### src/rtl/cmp_irq_pkg.sv
package cmp_irq_pkg;

  localparam int BYTE_W      = 8;
  localparam int PRESC_W     = 2;
  localparam int PRESC_CNT_W = 4;
  localparam int MODE_W      = 3;

  localparam int REG_CTRL    = 0;
  localparam int REG_STAT    = 1;
  localparam int REG_CNTL    = 2;
  localparam int REG_CNTH    = 3;
  localparam int REG_CH_BASE = 4;
  localparam int REG_PER_CH  = 3;

  localparam int SUB_MODE  = 0;
  localparam int SUB_CMPLO = 1;
  localparam int SUB_CMPHI = 2;

  typedef enum logic [PRESC_W-1:0] {
    DIV_1  = 2'd0,
    DIV_2  = 2'd1,
    DIV_4  = 2'd2,
    DIV_12 = 2'd3
  } presc_e;

  // bit 0 = compare enable, bit 1 = match enable, bit 2 = interrupt enable
  typedef struct packed {
    logic ie;
    logic me;
    logic ce;
  } mode_t;

  function automatic int presc_divisor(input presc_e sel);
    case (sel)
      DIV_1:   return 1;
      DIV_2:   return 2;
      DIV_4:   return 4;
      default: return 12;
    endcase
  endfunction

  function automatic int reg_chan(input int addr);
    return (addr - REG_CH_BASE) / REG_PER_CH;
  endfunction

  function automatic int reg_sub(input int addr);
    return (addr - REG_CH_BASE) % REG_PER_CH;
  endfunction

  function automatic logic mode_armed(input mode_t m, input logic locked);
    return m.ce & m.me & ~locked;
  endfunction

endpackage

### src/rtl/cmp_prescaler.sv
module cmp_prescaler
  import cmp_irq_pkg::*;
#(
  parameter int CW = PRESC_CNT_W
) (
  input  logic   clk,
  input  logic   rst_n,
  input  presc_e sel,
  output logic   tick
);

  logic [CW-1:0] phase_q;
  logic [CW-1:0] limit;

  always_comb begin
    limit = CW'(presc_divisor(sel) - 1);
    tick  = (phase_q >= limit);
  end

  always_ff @(posedge clk) begin
    if (!rst_n) begin
      phase_q <= '0;
    end else if (tick) begin
      phase_q <= '0;
    end else begin
      phase_q <= phase_q + 1'b1;
    end
  end

endmodule

### src/rtl/cmp_timebase.sv
module cmp_timebase #(
  parameter int CNT_W = 16
) (
  input  logic             clk,
  input  logic             rst_n,
  input  logic             tick,
  output logic [CNT_W-1:0] cnt_q,
  output logic [CNT_W-1:0] cnt_next
);

  assign cnt_next = cnt_q + 1'b1;

  always_ff @(posedge clk) begin
    if (!rst_n) begin
      cnt_q <= '0;
    end else if (tick) begin
      cnt_q <= cnt_next;
    end
  end

endmodule

### src/rtl/cmp_channel.sv
module cmp_channel
  import cmp_irq_pkg::*;
#(
  parameter int BW    = BYTE_W,
  parameter int CNT_W = 2 * BYTE_W
) (
  input  logic             clk,
  input  logic             rst_n,
  input  logic             wr_mode,
  input  logic             wr_lo,
  input  logic             wr_hi,
  input  logic [BW-1:0]    wdata,
  input  logic             clr_flag,
  input  logic             tick,
  input  logic [CNT_W-1:0] cnt_next,
  output mode_t            mode_q,
  output logic [CNT_W-1:0] cmp_q,
  output logic             lock_q,
  output logic             flag_q,
  output logic             match_evt,
  output logic             req
);

  logic hit;
  logic armed;

  always_comb begin
    hit       = (cnt_next == cmp_q);
    armed     = mode_armed(mode_q, lock_q);
    match_evt = tick & armed & hit;
    req       = flag_q & mode_q.ie;
  end

  always_ff @(posedge clk) begin
    if (!rst_n) begin
      mode_q <= '0;
    end else if (wr_mode) begin
      mode_q <= mode_t'(wdata[MODE_W-1:0]);
    end
  end

  always_ff @(posedge clk) begin
    if (!rst_n) begin
      cmp_q  <= '0;
      lock_q <= 1'b0;
    end else begin
      if (wr_lo) begin
        cmp_q[BW-1:0] <= wdata;
        lock_q        <= 1'b1;
      end
      if (wr_hi) begin
        cmp_q[CNT_W-1:BW] <= wdata;
        lock_q            <= 1'b0;
      end
    end
  end

  // a new match wins over a clear in the same cycle
  always_ff @(posedge clk) begin
    if (!rst_n) begin
      flag_q <= 1'b0;
    end else if (match_evt) begin
      flag_q <= 1'b1;
    end else if (clr_flag) begin
      flag_q <= 1'b0;
    end
  end

endmodule

### src/rtl/cmp_irq_unit.sv
module cmp_irq_unit
  import cmp_irq_pkg::*;
#(
  parameter int NUM_CH = 4,
  parameter int ADDR_W = 4
) (
  input  logic              clk,
  input  logic              rst_n,
  input  logic [ADDR_W-1:0] reg_addr,
  input  logic              reg_wr,
  input  logic [BYTE_W-1:0] reg_wdata,
  output logic [BYTE_W-1:0] reg_rdata,
  output logic [NUM_CH-1:0] match_flag,
  output logic              irq
);

  localparam int CNT_W   = 2 * BYTE_W;
  localparam int REG_END = REG_CH_BASE + REG_PER_CH * NUM_CH;

  // named internal events, brought out for the checker
  logic              gie_q;
  presc_e            presc_q;
  logic              tick_w;
  logic [CNT_W-1:0]  cnt_q;
  logic [CNT_W-1:0]  cnt_next;
  logic              ctrl_wr;
  logic              stat_wr;
  logic [NUM_CH-1:0] clr_vec;
  logic [NUM_CH-1:0] match_evt_vec;
  logic [NUM_CH-1:0] lock_vec;
  logic [NUM_CH-1:0] req_vec;
  logic [NUM_CH-1:0] ce_vec;
  logic [NUM_CH-1:0] me_vec;
  logic [NUM_CH-1:0] ie_vec;
  mode_t             mode_arr [NUM_CH];
  logic [CNT_W-1:0]  cmp_arr  [NUM_CH];

  assign ctrl_wr = reg_wr && (int'(reg_addr) == REG_CTRL);
  assign stat_wr = reg_wr && (int'(reg_addr) == REG_STAT);

  always_ff @(posedge clk) begin
    if (!rst_n) begin
      gie_q   <= 1'b0;
      presc_q <= DIV_1;
    end else if (ctrl_wr) begin
      gie_q   <= reg_wdata[0];
      presc_q <= presc_e'(reg_wdata[PRESC_W:1]);
    end
  end

  cmp_prescaler u_presc (
    .clk   (clk),
    .rst_n (rst_n),
    .sel   (presc_q),
    .tick  (tick_w)
  );

  cmp_timebase #(.CNT_W(CNT_W)) u_tbase (
    .clk      (clk),
    .rst_n    (rst_n),
    .tick     (tick_w),
    .cnt_q    (cnt_q),
    .cnt_next (cnt_next)
  );

  for (genvar i = 0; i < NUM_CH; i++) begin : g_ch
    localparam int BASE = REG_CH_BASE + REG_PER_CH * i;
    logic wr_mode;
    logic wr_lo;
    logic wr_hi;

    assign wr_mode    = reg_wr && (int'(reg_addr) == BASE + SUB_MODE);
    assign wr_lo      = reg_wr && (int'(reg_addr) == BASE + SUB_CMPLO);
    assign wr_hi      = reg_wr && (int'(reg_addr) == BASE + SUB_CMPHI);
    assign clr_vec[i] = stat_wr && !reg_wdata[i];

    cmp_channel #(.BW(BYTE_W), .CNT_W(CNT_W)) u_ch (
      .clk       (clk),
      .rst_n     (rst_n),
      .wr_mode   (wr_mode),
      .wr_lo     (wr_lo),
      .wr_hi     (wr_hi),
      .wdata     (reg_wdata),
      .clr_flag  (clr_vec[i]),
      .tick      (tick_w),
      .cnt_next  (cnt_next),
      .mode_q    (mode_arr[i]),
      .cmp_q     (cmp_arr[i]),
      .lock_q    (lock_vec[i]),
      .flag_q    (match_flag[i]),
      .match_evt (match_evt_vec[i]),
      .req       (req_vec[i])
    );

    assign ce_vec[i] = mode_arr[i].ce;
    assign me_vec[i] = mode_arr[i].me;
    assign ie_vec[i] = mode_arr[i].ie;
  end

  assign irq = gie_q & (|req_vec);

  always_comb begin
    int a;
    int ch;
    int sub;
    a         = int'(reg_addr);
    ch        = reg_chan(a);
    sub       = reg_sub(a);
    reg_rdata = '0;
    if (a == REG_CTRL) begin
      reg_rdata = {{(BYTE_W - 1 - PRESC_W){1'b0}}, presc_q, gie_q};
    end else if (a == REG_STAT) begin
      reg_rdata = {{(BYTE_W - NUM_CH){1'b0}}, match_flag};
    end else if (a == REG_CNTL) begin
      reg_rdata = cnt_q[BYTE_W-1:0];
    end else if (a == REG_CNTH) begin
      reg_rdata = cnt_q[CNT_W-1:BYTE_W];
    end else if (a >= REG_CH_BASE && a < REG_END) begin
      for (int i = 0; i < NUM_CH; i++) begin
        if (ch == i) begin
          if (sub == SUB_MODE) begin
            reg_rdata = {{(BYTE_W - MODE_W){1'b0}}, mode_arr[i]};
          end else if (sub == SUB_CMPLO) begin
            reg_rdata = cmp_arr[i][BYTE_W-1:0];
          end else begin
            reg_rdata = cmp_arr[i][CNT_W-1:BYTE_W];
          end
        end
      end
    end
  end

endmodule

### config.mk
export PLATFORM = sky130hd
export DESIGN_NAME = cmp_irq_unit
export DESIGN_NICKNAME = d
export VERILOG_FILES = /design/src/rtl/cmp_irq_pkg.sv /design/src/rtl/cmp_prescaler.sv /design/src/rtl/cmp_timebase.sv /design/src/rtl/cmp_channel.sv /design/src/rtl/cmp_irq_unit.sv
export SDC_FILE = /design/constraint.sdc
export NUM_CORES = 1
export LEC_CHECK = 0
export BUFFER_PORTS_ARGS = -buffer_cell sky130_fd_sc_hd__buf_2
export CORE_MARGIN = 8
export CORE_UTILIZATION = 69
export DETAILED_ROUTE_END_ITERATION = 12
export PLACE_DENSITY = 0.91
export SYNTH_ARGS = -nofsm -noshare
export SYNTH_HDL_FRONTEND = slang
export SYNTH_HIERARCHICAL = 1
export SYNTH_SLANG_ARGS = --single-unit
### constraint.sdc
create_clock -name clk -period 15.1 [get_ports clk]
set_input_delay 3.02 -clock clk [delete_from_list [all_inputs] [get_ports clk]]
set_output_delay 3.02 -clock clk [all_outputs]
set_load 0.05 [all_outputs]
Word level (Yosys, flattened, before mapping)

Index checks and enable logic that the tools add are counted.

Flip-flop bits (word level): 107
Input bits: 15
Word-level logic and storage cells: 153

$add $sub $neg: 4
Divide/modulo/power cells: 2
Order comparisons: 2
Equal/unequal tests: 25
Mux-type cells: 26
Bitwise gates (word level): 26
Reductions and logical operators: 36

Operator list:

| kind                                                                                 | number |
|---|---|
| 8-bit 2-to-1 mux                                                                     | 17 |
| 16-bit == test                                                                       | 4 |
| 32-bit by 2-bit == test with 1-bit output (second input constant)                    | 2 |
| 32-bit by 3-bit == test with 1-bit output (second input constant)                    | 2 |
| 32-bit zero test                                                                     | 2 |
| 32-bit by 3-bit divider with 32-bit output (second input constant)                   | 1 |
| 4-bit == test (second input constant)                                                | 8 |
| 32-bit by 3-bit modulo with 32-bit output (second input constant)                    | 1 |
| 1-bit AND                                                                            | 21 |
| 1-bit logical AND                                                                    | 18 |
| 16-bit by 1-bit adder with 16-bit output (second input constant)                     | 1 |
| 4-bit by 3-bit == test with 1-bit output (second input constant)                     | 4 |
| 4-bit case mux with 3 select lines                                                   | 1 |
| 2-bit OR reduction                                                                   | 5 |
| 4-bit by 2-bit == test with 1-bit output (second input constant)                     | 2 |
| 1-bit 2-to-1 mux                                                                     | 8 |
| 2-bit nonzero test                                                                   | 4 |
| 1-bit NOT                                                                            | 5 |
| 4-bit by 3-bit subtractor with 5-bit output (second input constant)                  | 1 |
| 4-bit by 1-bit adder with 4-bit output (second input constant)                       | 1 |
| 4-bit by 1-bit == test with 1-bit output (second input constant)                     | 1 |
| 4-bit by 3-bit greater-or-equal comparator with 1-bit output (second input constant) | 1 |
| 4-bit greater-or-equal comparator                                                    | 1 |
| 1-bit zero test                                                                      | 4 |
| other kinds (6)                                                                      | 6 |

Logic depth before layout (Yosys ltp)

Word-level depth: 14
Depth in mapped cells: 32

Hierarchy

The synthesis kept the hierarchy.

By module, submodules not included:

| module        | instances | cells each | area each (sq um) |
|---|---|---|---|
| cmp_channel   | 4         | 99         | 1017.2 |
| cmp_irq_unit  | 1         | 433        | 2912.8 |
| cmp_timebase  | 1         | 116        | 972.2 |
| cmp_prescaler | 1         | 27         | 250.2 |

Worst setup path after synthesis

Ideal clock, no wire load.

Path type: input to output
Start: input port reg_addr[2]
End: output port reg_rdata[1]
Arrival: 9.275 ns
Required time: 12.080 ns
Setup slack: 2.805 ns
Stages: 30
Path through: inv_1 > ha_1 > nor4bb_1 > buf_4 > nor2_2 > or3_1 > o211ai_1 > nand3_1 > ha_1 > inv_1 > o21a_1 > xnor2_1 > inv_1 > ha_1 > a21oi_1 > nand3_4 > inv_4 > xnor2_1 > inv_2 > clkbuf_1 > ha_1 > a311o_1 > mux2i_1 > o211a_1 > buf_6 > buf_6 > nor2_1 > a2111oi_2 > nor4b_1 > o21ai_1

Longest elaborated chain between the ends: 14

RTL lines:

| element                                     | RTL line                             | RTL |
|---|---|---|
| start: declaration                          | cmp_irq_unit.sv:9                    | `input logic [ADDR_W-1:0] reg_addr,` |
| 4-bit by 3-bit subtractor with 5-bit output | cmp_irq_pkg.sv:43, cmp_irq_pkg.sv:47 |  |
| 32-bit by 3-bit modulo with 32-bit output   | cmp_irq_pkg.sv:47                    | `return (addr - REG_CH_BASE) % REG_PER_CH;` |
| 32-bit by 2-bit == test with 1-bit output   | cmp_irq_unit.sv:123                  | `end else if (sub == SUB_CMPLO) begin` |
| 8-bit 2-to-1 mux                            | cmp_irq_unit.sv:123                  |  |
| 8-bit 2-to-1 mux                            | cmp_irq_unit.sv:121                  | `if (sub == SUB_MODE) begin` |
| 8-bit 2-to-1 mux (4 in series)              | cmp_irq_unit.sv:120                  | `if (ch == i) begin` |
| 8-bit 2-to-1 mux                            | cmp_irq_unit.sv:118                  | `end else if (a >= REG_CH_BASE && a < REG_END) begin` |
| 8-bit 2-to-1 mux                            | cmp_irq_unit.sv:116                  | `end else if (a == REG_CNTH) begin` |
| 8-bit 2-to-1 mux                            | cmp_irq_unit.sv:114                  | `end else if (a == REG_CNTL) begin` |
| 8-bit 2-to-1 mux                            | cmp_irq_unit.sv:112                  | `end else if (a == REG_STAT) begin` |
| 8-bit 2-to-1 mux (*)                        | cmp_irq_unit.sv:110                  | `if (a == REG_CTRL) begin` |
| end: declaration                            | cmp_irq_unit.sv:12                   | `output logic [BYTE_W-1:0] reg_rdata,` |

Every way passes the cells marked *; elsewhere a longest branch is shown, timed or not.

Worst setup path in the final report

Same ends and word-level chain as after synthesis.

==> impl_metrics.env <==
export IMPL_worstMarginPinSlew_ns=1.10
export IMPL_syn_to_final_growth_pct=4.74
export IMPL_end_kind="primary output"
export IMPL_rsz0062_at_grt="false"
export IMPL_grt_pass1_wl_um=36400
export IMPL_grt_util_all_layers=0.305
export IMPL_core_area_sq_mm=0.0114
export IMPL_synthCells=944
export IMPL_cts_setup_buffers=0
export IMPL_skew_ns=0.0115
export IMPL_crit_slowest_cell="o211a_1"
export IMPL_cts_buffer_depth=2
export IMPL_clk_pin_slew_ns=0.08
export IMPL_grt_max_degree=94
export IMPL_slew_violations=0
export IMPL_crit_buf_inv=9
export IMPL_num_rows=39
export IMPL_timing_final_crit_share=0.930
export IMPL_layout_nets=966
export IMPL_wire_per_inst_um=21.4
export IMPL_worst_ir_drop_vdd_v=0.0000991
export IMPL_dp_hpwl_um=16700
export IMPL_worst_slew_margin_rel=0.266
export IMPL_root_buffer="clkbuf_16"
export IMPL_dr_total_vias=7436
export IMPL_path_class="input port to primary output"
export IMPL_drt_first_pass_iters=6
export IMPL_syn_area_per_cell_sq_um=8.47
export IMPL_finalCriticalPeriod_ns=14.04
export IMPL_gr_total_overflow=0
export IMPL_tns_ns=0
export IMPL_drive_above_1_share=0.0834
export IMPL_drcViolationCount=0
export IMPL_cp_arrival_ns=11.02
export IMPL_antenna_cells=0
export IMPL_syn_area_sq_mm=0.00799
export IMPL_ant_nets=0
export IMPL_hold_viol_final=0
export IMPL_grt_pass1_vias=6926
export IMPL_die_h_um=124
export IMPL_slowest_delay_ns=0.77
export IMPL_cts_buffers_inserted=9
export IMPL_insertion_delay_ns=0.36
export IMPL_status="finished, final reports clean"
export IMPL_via_per_inst=6.90
export IMPL_cts_tree="yes"
export IMPL_cp_start_kind="input port"
export IMPL_start_util=0.703
export IMPL_antenna_found_initial=0
export IMPL_dpl_cell_area_sq_mm=0.00808
export IMPL_fp_dieW_um=124
export IMPL_cp_top_family="compound AO/OA/AOI/OAI gates"
export IMPL_cts_resized_gates=0
export IMPL_place_gp_congestion=1.02
export IMPL_max_clock_freq_mhz=71.2
export IMPL_hold_class="flop to flop"
export IMPL_holdBufCountCts=0
export IMPL_power_density_mw_per_mm2=90.2
export IMPL_routed_wl_um=23100
export IMPL_pin_count=28
export IMPL_cts_sinks=107
export IMPL_setup_viol=0
export IMPL_leakage_nw=3.21
export IMPL_yosysWarnings=6
export IMPL_stdcell_area_sq_mm=0.00837
export IMPL_drt_initial_drc_count=1127
export IMPL_crit_fanout=23
export IMPL_synth_nets=980
export IMPL_maxCapViolCount=0
export IMPL_htreeDepth=3
export IMPL_port_buffers=27
export IMPL_die_area_sq_mm=0.0153
export IMPL_cp_required_ns=12.08
path summary, 6_finish.rpt:
kind                                       from                               end  slack [ns]  cells past startpoint
hold / removal    u_presc/phase_q[0]$_SDFF_PP0_     u_presc/phase_q[0]$_SDFF_PP0_        0.47                      1
setup reg to reg  u_tbase/cnt_q[0]$_SDFFE_PN0P_  g_ch[1].u_ch/flag_q$_SDFFE_PN0P_       12.24                      9
setup / recovery                    reg_addr[2]                      reg_rdata[1]        1.06                     30
hold reg to reg   u_presc/phase_q[0]$_SDFF_PP0_     u_presc/phase_q[0]$_SDFF_PP0_        0.47                      1
through the flow:
step           utilization  setup slack, ns  power, mW  cells  hold slack, ns
2_1_floorplan            -             2.81      0.476    944           0.430
3_3_place_gp         0.711             1.58      0.521   1062           0.447
3_5_place_dp         0.711             1.34      0.524   1062           0.453
4_1_cts              0.736             1.28      0.751   1078           0.471
5_1_grt              0.736            0.549      0.786   1078           0.497
6_report             0.736             1.06      0.756   1078           0.474
power breakdown:
group	total, mW	internal, mW	switching (mW)
clock	0.230	0.115	0.114
combinational	0.234	0.0803	0.154
sequential	0.291	0.286	0.00513
total	0.756	0.482	0.274
layout make-up:
cell class	count	area (sq um)
clock buffers	10	229
well taps	143	179
repair buffers	35	195
inverters	22	85.1
clock inverters	6	60.1
multi-input cells	755	5480
fillers	850	3000
flip-flops and latches	107	2140
flip-flops by register name, summed over array words and instances (netlist names):
signal / cells
g_ch.u_ch/flag_q: 4
g_ch.u_ch/lock_q: 4
presc_q: 2
u_presc/phase_q: 4
u_tbase/cnt_q: 16
gie_q: 1
g_ch.u_ch/cmp_q: 64
g_ch.u_ch/mode_q: 12
layout by cell type, fill, tap and decap left out, drive strengths merged, types with 13 or more instances in the layout:
cell	count
dfxtp	107
nand3	32
xor2	68
xnor2	34
and3	24
ha	21
nor2	62
a21oi	40
mux2i	105
nor2b	82
nor4	15
o21ai	35
nand4	13
buf	35
inv	24
nand2	54
routing by layer:
layer | track usage | part of all wire | up-vias
li1 | - | - | 3360
met1 | 0.391 | 0.40 | 3490
met2 | 0.475 | 0.45 | 485
met3 | 0.0662 | 0.099 | 101
met4 | 0.155 | 0.049 | 0
met5 | 0 | 0 | -
No activity file was read; power rests on OpenSTA's default activity.
